<file path="config.mk">
export PLATFORM = sky130hd
export DESIGN_NAME = irq_slice_bank
export DESIGN_NICKNAME = d
export VERILOG_FILES = /design/src/rtl/irq_bank_pkg.sv /design/src/rtl/irq_reg_decode.sv /design/src/rtl/irq_class_bank.sv /design/src/rtl/irq_combine.sv /design/src/rtl/irq_slice_bank.sv
export SDC_FILE = /design/constraint.sdc
export NUM_CORES = 1
export LEC_CHECK = 0
export CORE_ASPECT_RATIO = 1.75
export CORE_UTILIZATION = 43
export CTS_BUF_LIST = sky130_fd_sc_hd__clkbuf_4 sky130_fd_sc_hd__clkbuf_8
export CTS_CLUSTER_SIZE = 25
export DETAILED_ROUTE_END_ITERATION = 6
export PLACE_DENSITY = 0.65
export SLEW_MARGIN = 0
export SYNTH_ARGS = -nofsm -noshare
export SYNTH_HDL_FRONTEND = slang
export SYNTH_SLANG_ARGS = --single-unit
</file>
<file path="constraint.sdc">
create_clock -name clk_i -period 1.9 [get_ports clk_i]
set_input_delay 0.19 -clock clk_i [delete_from_list [all_inputs] [get_ports clk_i]]
set_output_delay 0.19 -clock clk_i [all_outputs]
set_load 0.01 [all_outputs]
</file>
<file path="src/rtl/irq_bank_pkg.sv">
package irq_bank_pkg;

    localparam int SLICES     = 16;
    localparam int CLASSES    = 4;
    localparam int SLOT_BITS  = 3;
    localparam int CLASS_BITS = $clog2(CLASSES);
    localparam int ADDR_W     = CLASS_BITS + SLOT_BITS;

    typedef logic [SLICES-1:0] slice_mask_t;

    typedef enum logic [SLOT_BITS-1:0] {
        SLOT_ENA_SET    = 3'd0,
        SLOT_ENA_CLR    = 3'd1,
        SLOT_ENA_VIEW   = 3'd2,
        SLOT_PEND_VIEW  = 3'd3,
        SLOT_PEND_FORCE = 3'd4,
        SLOT_PEND_ACK   = 3'd5
    } slot_e;

    typedef struct packed {
        slice_mask_t ena_set;
        slice_mask_t ena_clr;
        slice_mask_t pend_force;
        slice_mask_t pend_ack;
    } class_wr_t;

    function automatic slice_mask_t gate_mask(input logic hit, input slice_mask_t data);
        return hit ? data : '0;
    endfunction

    function automatic slice_mask_t next_enable(input slice_mask_t cur,
                                                input slice_mask_t set_m,
                                                input slice_mask_t clr_m);
        return (cur | set_m) & ~clr_m;
    endfunction

    // Event and force are OR-ed in after the acknowledge, so they win over it.
    function automatic slice_mask_t next_pending(input slice_mask_t cur,
                                                 input slice_mask_t evt,
                                                 input slice_mask_t force_m,
                                                 input slice_mask_t ack_m);
        return (cur & ~ack_m) | evt | force_m;
    endfunction

endpackage

</file>
<file path="src/rtl/irq_reg_decode.sv">
module irq_reg_decode
    import irq_bank_pkg::*;
(
    input  logic [ADDR_W-1:0]               reg_addr_i,
    input  logic                            reg_wr_i,
    input  slice_mask_t                     reg_wdata_i,
    input  logic [CLASSES-1:0][SLICES-1:0]  en_vec_i,
    input  logic [CLASSES-1:0][SLICES-1:0]  st_vec_i,
    output class_wr_t [CLASSES-1:0]         wr_req_o,
    output slice_mask_t                     reg_rdata_o
);

    logic [CLASS_BITS-1:0] cls;
    logic [SLOT_BITS-1:0]  slot;

    assign cls  = reg_addr_i[ADDR_W-1:SLOT_BITS];
    assign slot = reg_addr_i[SLOT_BITS-1:0];

    always_comb begin
        for (int c = 0; c < CLASSES; c++) begin
            wr_req_o[c].ena_set    = gate_mask(reg_wr_i && cls == CLASS_BITS'(c) && slot == SLOT_ENA_SET,    reg_wdata_i);
            wr_req_o[c].ena_clr    = gate_mask(reg_wr_i && cls == CLASS_BITS'(c) && slot == SLOT_ENA_CLR,    reg_wdata_i);
            wr_req_o[c].pend_force = gate_mask(reg_wr_i && cls == CLASS_BITS'(c) && slot == SLOT_PEND_FORCE, reg_wdata_i);
            wr_req_o[c].pend_ack   = gate_mask(reg_wr_i && cls == CLASS_BITS'(c) && slot == SLOT_PEND_ACK,   reg_wdata_i);
        end
    end

    always_comb begin
        reg_rdata_o = '0;
        if (slot == SLOT_ENA_VIEW) begin
            reg_rdata_o = en_vec_i[cls];
        end else if (slot == SLOT_PEND_VIEW) begin
            reg_rdata_o = st_vec_i[cls];
        end
    end

endmodule

</file>
<file path="src/rtl/irq_class_bank.sv">
module irq_class_bank
    import irq_bank_pkg::*;
(
    input  logic        clk_i,
    input  logic        rst_i,
    input  slice_mask_t evt_i,
    input  class_wr_t   wr_i,
    output slice_mask_t en_o,
    output slice_mask_t st_o
);

    slice_mask_t en_q;
    slice_mask_t st_q;

    always_ff @(posedge clk_i) begin
        if (rst_i) begin
            en_q <= '0;
            st_q <= '0;
        end else begin
            en_q <= next_enable(en_q, wr_i.ena_set, wr_i.ena_clr);
            st_q <= next_pending(st_q, evt_i, wr_i.pend_force, wr_i.pend_ack);
        end
    end

    assign en_o = en_q;
    assign st_o = st_q;

endmodule

</file>
<file path="src/rtl/irq_combine.sv">
module irq_combine
    import irq_bank_pkg::*;
(
    input  logic [CLASSES-1:0][SLICES-1:0] en_vec_i,
    input  logic [CLASSES-1:0][SLICES-1:0] st_vec_i,
    output logic                           irq_o
);

    logic [CLASSES-1:0] class_req;

    for (genvar c = 0; c < CLASSES; c++) begin : g_req
        assign class_req[c] = |(en_vec_i[c] & st_vec_i[c]);
    end

    assign irq_o = |class_req;

endmodule

</file>
<file path="src/rtl/irq_slice_bank.sv">
module irq_slice_bank
    import irq_bank_pkg::*;
(
    input  logic                 clk_i,
    input  logic                 rst_i,
    input  logic [SLICES-1:0]    evt_shift_i,
    input  logic [SLICES-1:0]    evt_swap_i,
    input  logic [SLICES-1:0]    evt_match_i,
    input  logic [SLICES-1:0]    evt_bitm_i,
    input  logic [ADDR_W-1:0]    reg_addr_i,
    input  logic                 reg_wr_i,
    input  logic [SLICES-1:0]    reg_wdata_i,
    output logic [SLICES-1:0]    reg_rdata_o,
    output logic                 irq_o
);

    logic [CLASSES-1:0][SLICES-1:0] evt_vec;
    logic [CLASSES-1:0][SLICES-1:0] en_vec;
    logic [CLASSES-1:0][SLICES-1:0] st_vec;
    class_wr_t [CLASSES-1:0]        wr_req;

    assign evt_vec[0] = evt_shift_i;
    assign evt_vec[1] = evt_swap_i;
    assign evt_vec[2] = evt_match_i;
    assign evt_vec[3] = evt_bitm_i;

    irq_reg_decode i_decode (
        .reg_addr_i  (reg_addr_i),
        .reg_wr_i    (reg_wr_i),
        .reg_wdata_i (reg_wdata_i),
        .en_vec_i    (en_vec),
        .st_vec_i    (st_vec),
        .wr_req_o    (wr_req),
        .reg_rdata_o (reg_rdata_o)
    );

    for (genvar c = 0; c < CLASSES; c++) begin : g_class
        irq_class_bank i_bank (
            .clk_i (clk_i),
            .rst_i (rst_i),
            .evt_i (evt_vec[c]),
            .wr_i  (wr_req[c]),
            .en_o  (en_vec[c]),
            .st_o  (st_vec[c])
        );
    end

    irq_combine i_combine (
        .en_vec_i (en_vec),
        .st_vec_i (st_vec),
        .irq_o    (irq_o)
    );

endmodule

</file>
### Yosys cells after proc, flatten, opt, wreduce, memory -nomap -nowiden

Cells that the tools add are included.

| cells by class | value |
|---|---|
| shift operators | 0 |
| div/mod/pow operators | 0 |
| bitwise logic cells | 32 |
| magnitude comparators | 1 |
| multiply operators | 0 |
| mux-type cells | 22 |
| reductions and logical operators | 23 |
| add/subtract/negate cells | 0 |
| eq/ne operators | 8 |

Operators by type and width:

| kind | count |
|---|---|
| two-way mux 16 bit | 20 |
| AND 16 bit | 12 |
| OR 16 bit | 12 |
| inverter 16 bit | 8 |
| binary-select mux 16 bit (select 2 bit) | 2 |
| OR reduction 64 bit | 1 |
| logical AND 1 bit | 20 |
| equality test 3 x 2 -> 1 bit (second input constant) | 2 |
| equality test 3 bit (second input constant) | 2 |
| equality test 2 bit (second input constant) | 2 |
| equality test 3 x 1 -> 1 bit (second input constant) | 1 |
| logical NOT 3 bit | 1 |
| less-than comparator 2 x 3 -> 1 bit (second input constant) | 1 |
| equality test 2 x 1 -> 1 bit (second input constant) | 1 |
| logical NOT 2 bit | 1 |

| storage, ports and cells | value |
|---|---|
| word-level logic and storage cells | 94 |
| register bits | 128 |
| bits in read-only memories | 0 |
| output and inout bits | 17 |
| memories kept | 0 |
| input port bits | 88 |
| bits in latches | 0 |
| bits in writable memories | 0 |

### Longest topological paths before layout

| logic depth | value |
|---|---|
| word-level depth | 8 |
| depth in mapped cells | 8 |
| gate-level depth less buffers | 4 |

### Hierarchy

From an unflattened synthesis, not the netlist that was laid out.

| second synthesis, totals | value |
|---|---|
| cells, all modules | 940 |
| area, all modules | 7773.7 um2 |

Modules (own cells, without submodules):

| module | cells each | seq. area each (um2) | instances | area an instance (um2) |
|---|---|---|---|---|
| irq_class_bank | 115 | 640.6 | 4 | 1121.1 |
| irq_reg_decode | 443 | 0.0 | 1 | 2926.6 |
| irq_combine | 37 | 0.0 | 1 | 362.8 |

### Worst setup path before layout

OpenSTA, ideal clock, no wires.

| timing path | value |
|---|---|
| path type | input to output |
| from | in reg_addr_i[2] |
| to | out reg_rdata_o[10] |
| setup slack | 0.291 ns |
| path buffers | 3 |
| cell stages on the path | 5 |
| arrival time | 1.419 ns |
| data required time | 1.710 ns |
| path through | buf_2 or3b_2 clkbuf_1 clkbuf_1 o22ai_1 |

| on the way | value |
|---|---|
| word-level cells in the longest chain between the ends | 3 |
| elaborated cells on any way between the ends | 4 |
| those cells by class | 2 x eq/ne; 2 x mux |

RTL lines:

| element | RTL line | text |
|---|---|---|
| start, declared | irq_slice_bank.sv:10 | `input logic [ADDR_W-1:0] reg_addr_i,` |
| equality test 3 x 2 -> 1 bit | irq_reg_decode.sv:32 | `end else if (slot == SLOT_PEND_VIEW) begin` |
| two-way mux 16 bit | irq_reg_decode.sv:32 |  |
| two-way mux 16 bit (*) | irq_reg_decode.sv:30 | `if (slot == SLOT_ENA_VIEW) begin` |
| end, declared | irq_slice_bank.sv:13 | `output logic [SLICES-1:0] reg_rdata_o,` |

Mark *: on every way between the ends. The rest lies on a longest branch, timed or not.

### Worst setup path in the final report

| timing path | value |
|---|---|
| from | reg g_class[2].i_bank.st_q[10] |
| to | out irq_o |

| on the way | value |
|---|---|
| word-level cells in the longest chain between the ends | 2 |

RTL lines:

| element | RTL line | text |
|---|---|---|
| start, declared | irq_class_bank.sv:13 | `slice_mask_t st_q;` |
| start signal, assigned | irq_class_bank.sv:21 | `st_q <= next_pending(st_q, evt_i, wr_i.pend_force, wr_i.pend_ack);` |
| AND 16 bit | irq_combine.sv:12 | `assign class_req[c] = \|(en_vec_i[c] & st_vec_i[c]);` |
| OR reduction 64 bit | irq_combine.sv:15 | `assign irq_o = \|class_req;` |
| end, declared | irq_slice_bank.sv:14 | `output logic irq_o` |

No other way between the ends.

==> key figures <==
Outcome
  • Status: finished with violations
  • Failing checks: negative setup slack

STA
  • Crit share post-route: 121.5%
  • Final min period: 2.309 ns
  • Worst-Margin Slew: 0.6131 ns
  • # setup viols final: 1
  • Setup TNS: -0.4086 ns
  • Final hold vios: 0
  • Pins Over Slew Limit: 0
  • Clk_skew: 0 ns
  • FMAX: 433.2 MHz
  • Setup slack after layout: -0.4086 ns
  • RSZ-0062 raised after global routing: true
  • Max_slew headroom: 59.00%

Synth
  • Synth Area in Compound Gates: 35.95%
  • XOR/XNOR share of the synthesized area: 0%
  • Synth warnings: 0
  • Mux cell area share after synthesis: 11.40%
  • Yosys top cell area share: 40.55%
  • Post-synth EDFFs: 0
  • Commonest cells post-synth: a21oi_1, dfxtp_1, a31oi_1, o21ai_0, a211oi_1
  • Part of the Yosys area used for sequential elements: 40.55%
  • Synthesized cell area: 6320 sq um
  • Syn Inst Count: 689
  • Flops & latches, synth: 128
  • Ys async rst share: 0%
  • Unique cell type count in the Yosys netlist: 33
  • Synth Area in Adders: 0%
  • Mean Syn Cell Area: 9.172 sq um
  • Synth Net Count: 777
  • Commonest register cell after synthesis: dfxtp_1
  • Post-Synth Simple-Gate Area: 5.088%
  • Leading area contributor after synthesis: dfxtp_1
  • Largest cells by area after synthesis: dfxtp_1, mux4_2, a21oi_1
  • Largest family of logic cells by synthesized area: compound AO/OA/AOI/OAI gates

Setup path
  • CP endpoint kind: primary output
  • FF-to-FF Start: g_class[1].i_bank.en_o[3]$_SDFF_PP0_
  • CP cell instances: a22o_1, a221oi_2, nand4_1, or4_4, buf_6
  • CP peak stage delay: 0.57 ns
  • Cell family contributing the most delay on the critical path: simple AND/OR/NAND/NOR gates
  • Worst EP required: 1.71 ns
  • Critical-path maximum fanout: 2
  • CP Launch Type: flip-flop
  • WP buf/inv: 1
  • Slowest cell on crit path: or4_4
  • Critical Path Source: g_class[2].i_bank.st_o[10]$_SDFF_PP0_
  • CP arrival: 2.12 ns
  • Crit Path Category: flip-flop to primary output

Min path
  • Hold crit path type: primary input to flip-flop
  • Hold_sp: rst_i

Clocking
  • CTS Buffer Depth: 2
  • Cts bufs inserted: 17
  • Clk_lat worst skew: 0.43 ns
  • Reg clk slew, reported paths: 0.08 ns
  • CTS tree: built
  • CTS H-tree lvls: 4
  • Clock Sinks: 128
  • Root Buffer: clkbuf_8

Pwr
  • Leakage: 3.266 nW
  • Logic pwr share: 15.3%
  • Cell Int Power: 4.627 mW
  • Clk pwr share: 39.5%
  • Switching Power: 1.776 mW
  • Pwr Total: 6.403 mW
  • Sequential share of power: 45.3%
  • Worst ir drop on vdd: 0.4405 mV
  • Switching share of power: 27.73%
  • Pwr Density: 713.9 nW/um^2

Final layout
  • Layout cells sized above 1: 33.22%
  • Post-layout instance area: 8969 sq um
  • # diodes: 0
  • Nets: 951
  • Synth-to-Final Area Change: 41.91%

Placed design
  • Buffers on Ports: 104
  • Dpl cell area: 8403 sq um
  • RD Place Congestion: 0.9249
  • Final HPWL DP: 16.14 mm

GRT
  • Global route total overflow: 0
  • Vias in the first global route: 6709
  • Antenna violations before repair: 0
  • Pin count of the biggest net entering global routing: 129
  • First-pass GRT wire length: 36.92 mm
  • GRT Total Usage: 32.53%

Drt
  • Routed Wire Length: 24.21 mm
  • DRT Pass-1 Iters: 5
  • Vias per Instance: 6.393
  • Remaining DRCs: 0
  • Initial drt markers: 690
  • Total number of vias: 6751
  • Post-DRT Antenna Nets: 0
  • Drt wl/cell: 22.92 um

Die
  • Initial Utilization: 43.98%
  • Core Region: 14370 sq um
  • Die Wd: 93.64 um
  • Row cnt: 58
  • Die area: 15200 sq um
  • I/O pin count: 105
  • Die H: 162.4 um

Run
  • Max Cap Viol: 0
## kinds of logic after synthesis
family / after synthesis
flops: 128
mux: 32
simple gates: 54
compound gates: 368
buf+inv: 107
## state kept, by name, summed over array words and instances, names as in the netlist
| signal | flops |
|---|---|
| g_class.i_bank.en_o | 64 |
| g_class.i_bank.st_o | 64 |
## worst min-delay path, stage by stage
cell     delay, ns
buf_4         0.12
buf_12        0.25
a21oi_1       0.17
## worst paths after layout
| kind | slack (ns) | depth (start not counted) | to |
|---|---|---|---|
| worst max-delay path | -0.41 | 5 | irq_o |
| worst min-delay path | 0.34 | 3 | g_class[0].i_bank.st_o[14]$_SDFF_PP0_ |
| worst max register to register | 0.99 | 3 | g_class[1].i_bank.en_o[3]$_SDFF_PP0_ |
| worst min register to register | 0.50 | 2 | g_class[2].i_bank.st_o[6]$_SDFF_PP0_ |
## cell usage in the layout, fill, tap and decap left out, drive strengths merged
cell type      count
nand3b             1
or3b               1
and3b              2
o21ai             64
and2               1
inv               36
nand2             32
nor4b              1
a22o              16
a211oi            64
clkinv             5
nand4b             1
dfxtp            128
nor3               2
nor2b              1
nand4              4
nor3b              2
clkinvlp           2
buf              145
or4                1
nand4bb            1
a31oi             64
nor2               2
and4bb             1
a21oi            128
mux4              32
clkbuf            18
clkdlybuf4s50     85
nand2b             1
bufinv             3
a221oi            16
o22ai             16
## area by class of cell
class                           count  area (sq um)
Clock buffer                       18         241.5
Clock inverter                     14         180.2
Tap cell                          180         225.2
Fill cell                        1255          5400
Timing Repair Buffer              230          2155
Inverter                           32         120.1
Multi-Input combinational cell    454          3436
Sequential cell                   128          2611
## per-stage QoR
step | worst slack [ns] | cells | hold slack [ns] | utilization [%]
after CTS | -0.4217 | 1056 | 0.3292 | 61.73
after floorplan | 0.2907 | 689 | 0.3420 | -
final | -0.4086 | 1056 | 0.3363 | 62.42
after global routing | -0.4730 | 1056 | 0.3500 | 62.42
after global placement | -0.4888 | 1023 | 0.4826 | 58.48
after detailed placement | -0.4747 | 1023 | 0.4879 | 58.48
## timing repair
item / 4_1_cts / 5_1_grt
endpoints found under the setup margin: 17 / 11
gates resized for setup: 104 / 42
gates cloned: 1 / 0
buffers inserted: 0 / 1
hold buffers: 0 / 0
pin swaps: 3 / 6
## power groups by stage
stage	logic (mW)	clock network, mW	registers [mW]
3_5_place_dp	0.943	0	2.95
5_1_grt	1.04	2.68	2.91
4_1_cts	0.954	2.53	2.89
3_3_place_gp	0.925	0	2.95
2_1_floorplan	0.456	0	2.90
6_report	0.977	2.53	2.90
## per-layer routing
layer,global-route usage (%),vias up,routed length (um)
met5,0,-,0
met4,16.43,0,1059
met3,4.762,69,1674
met2,55.88,369,12210
met1,39.09,3280,9265
li1,-,3033,-
Power figures use the tool's default switching activity.
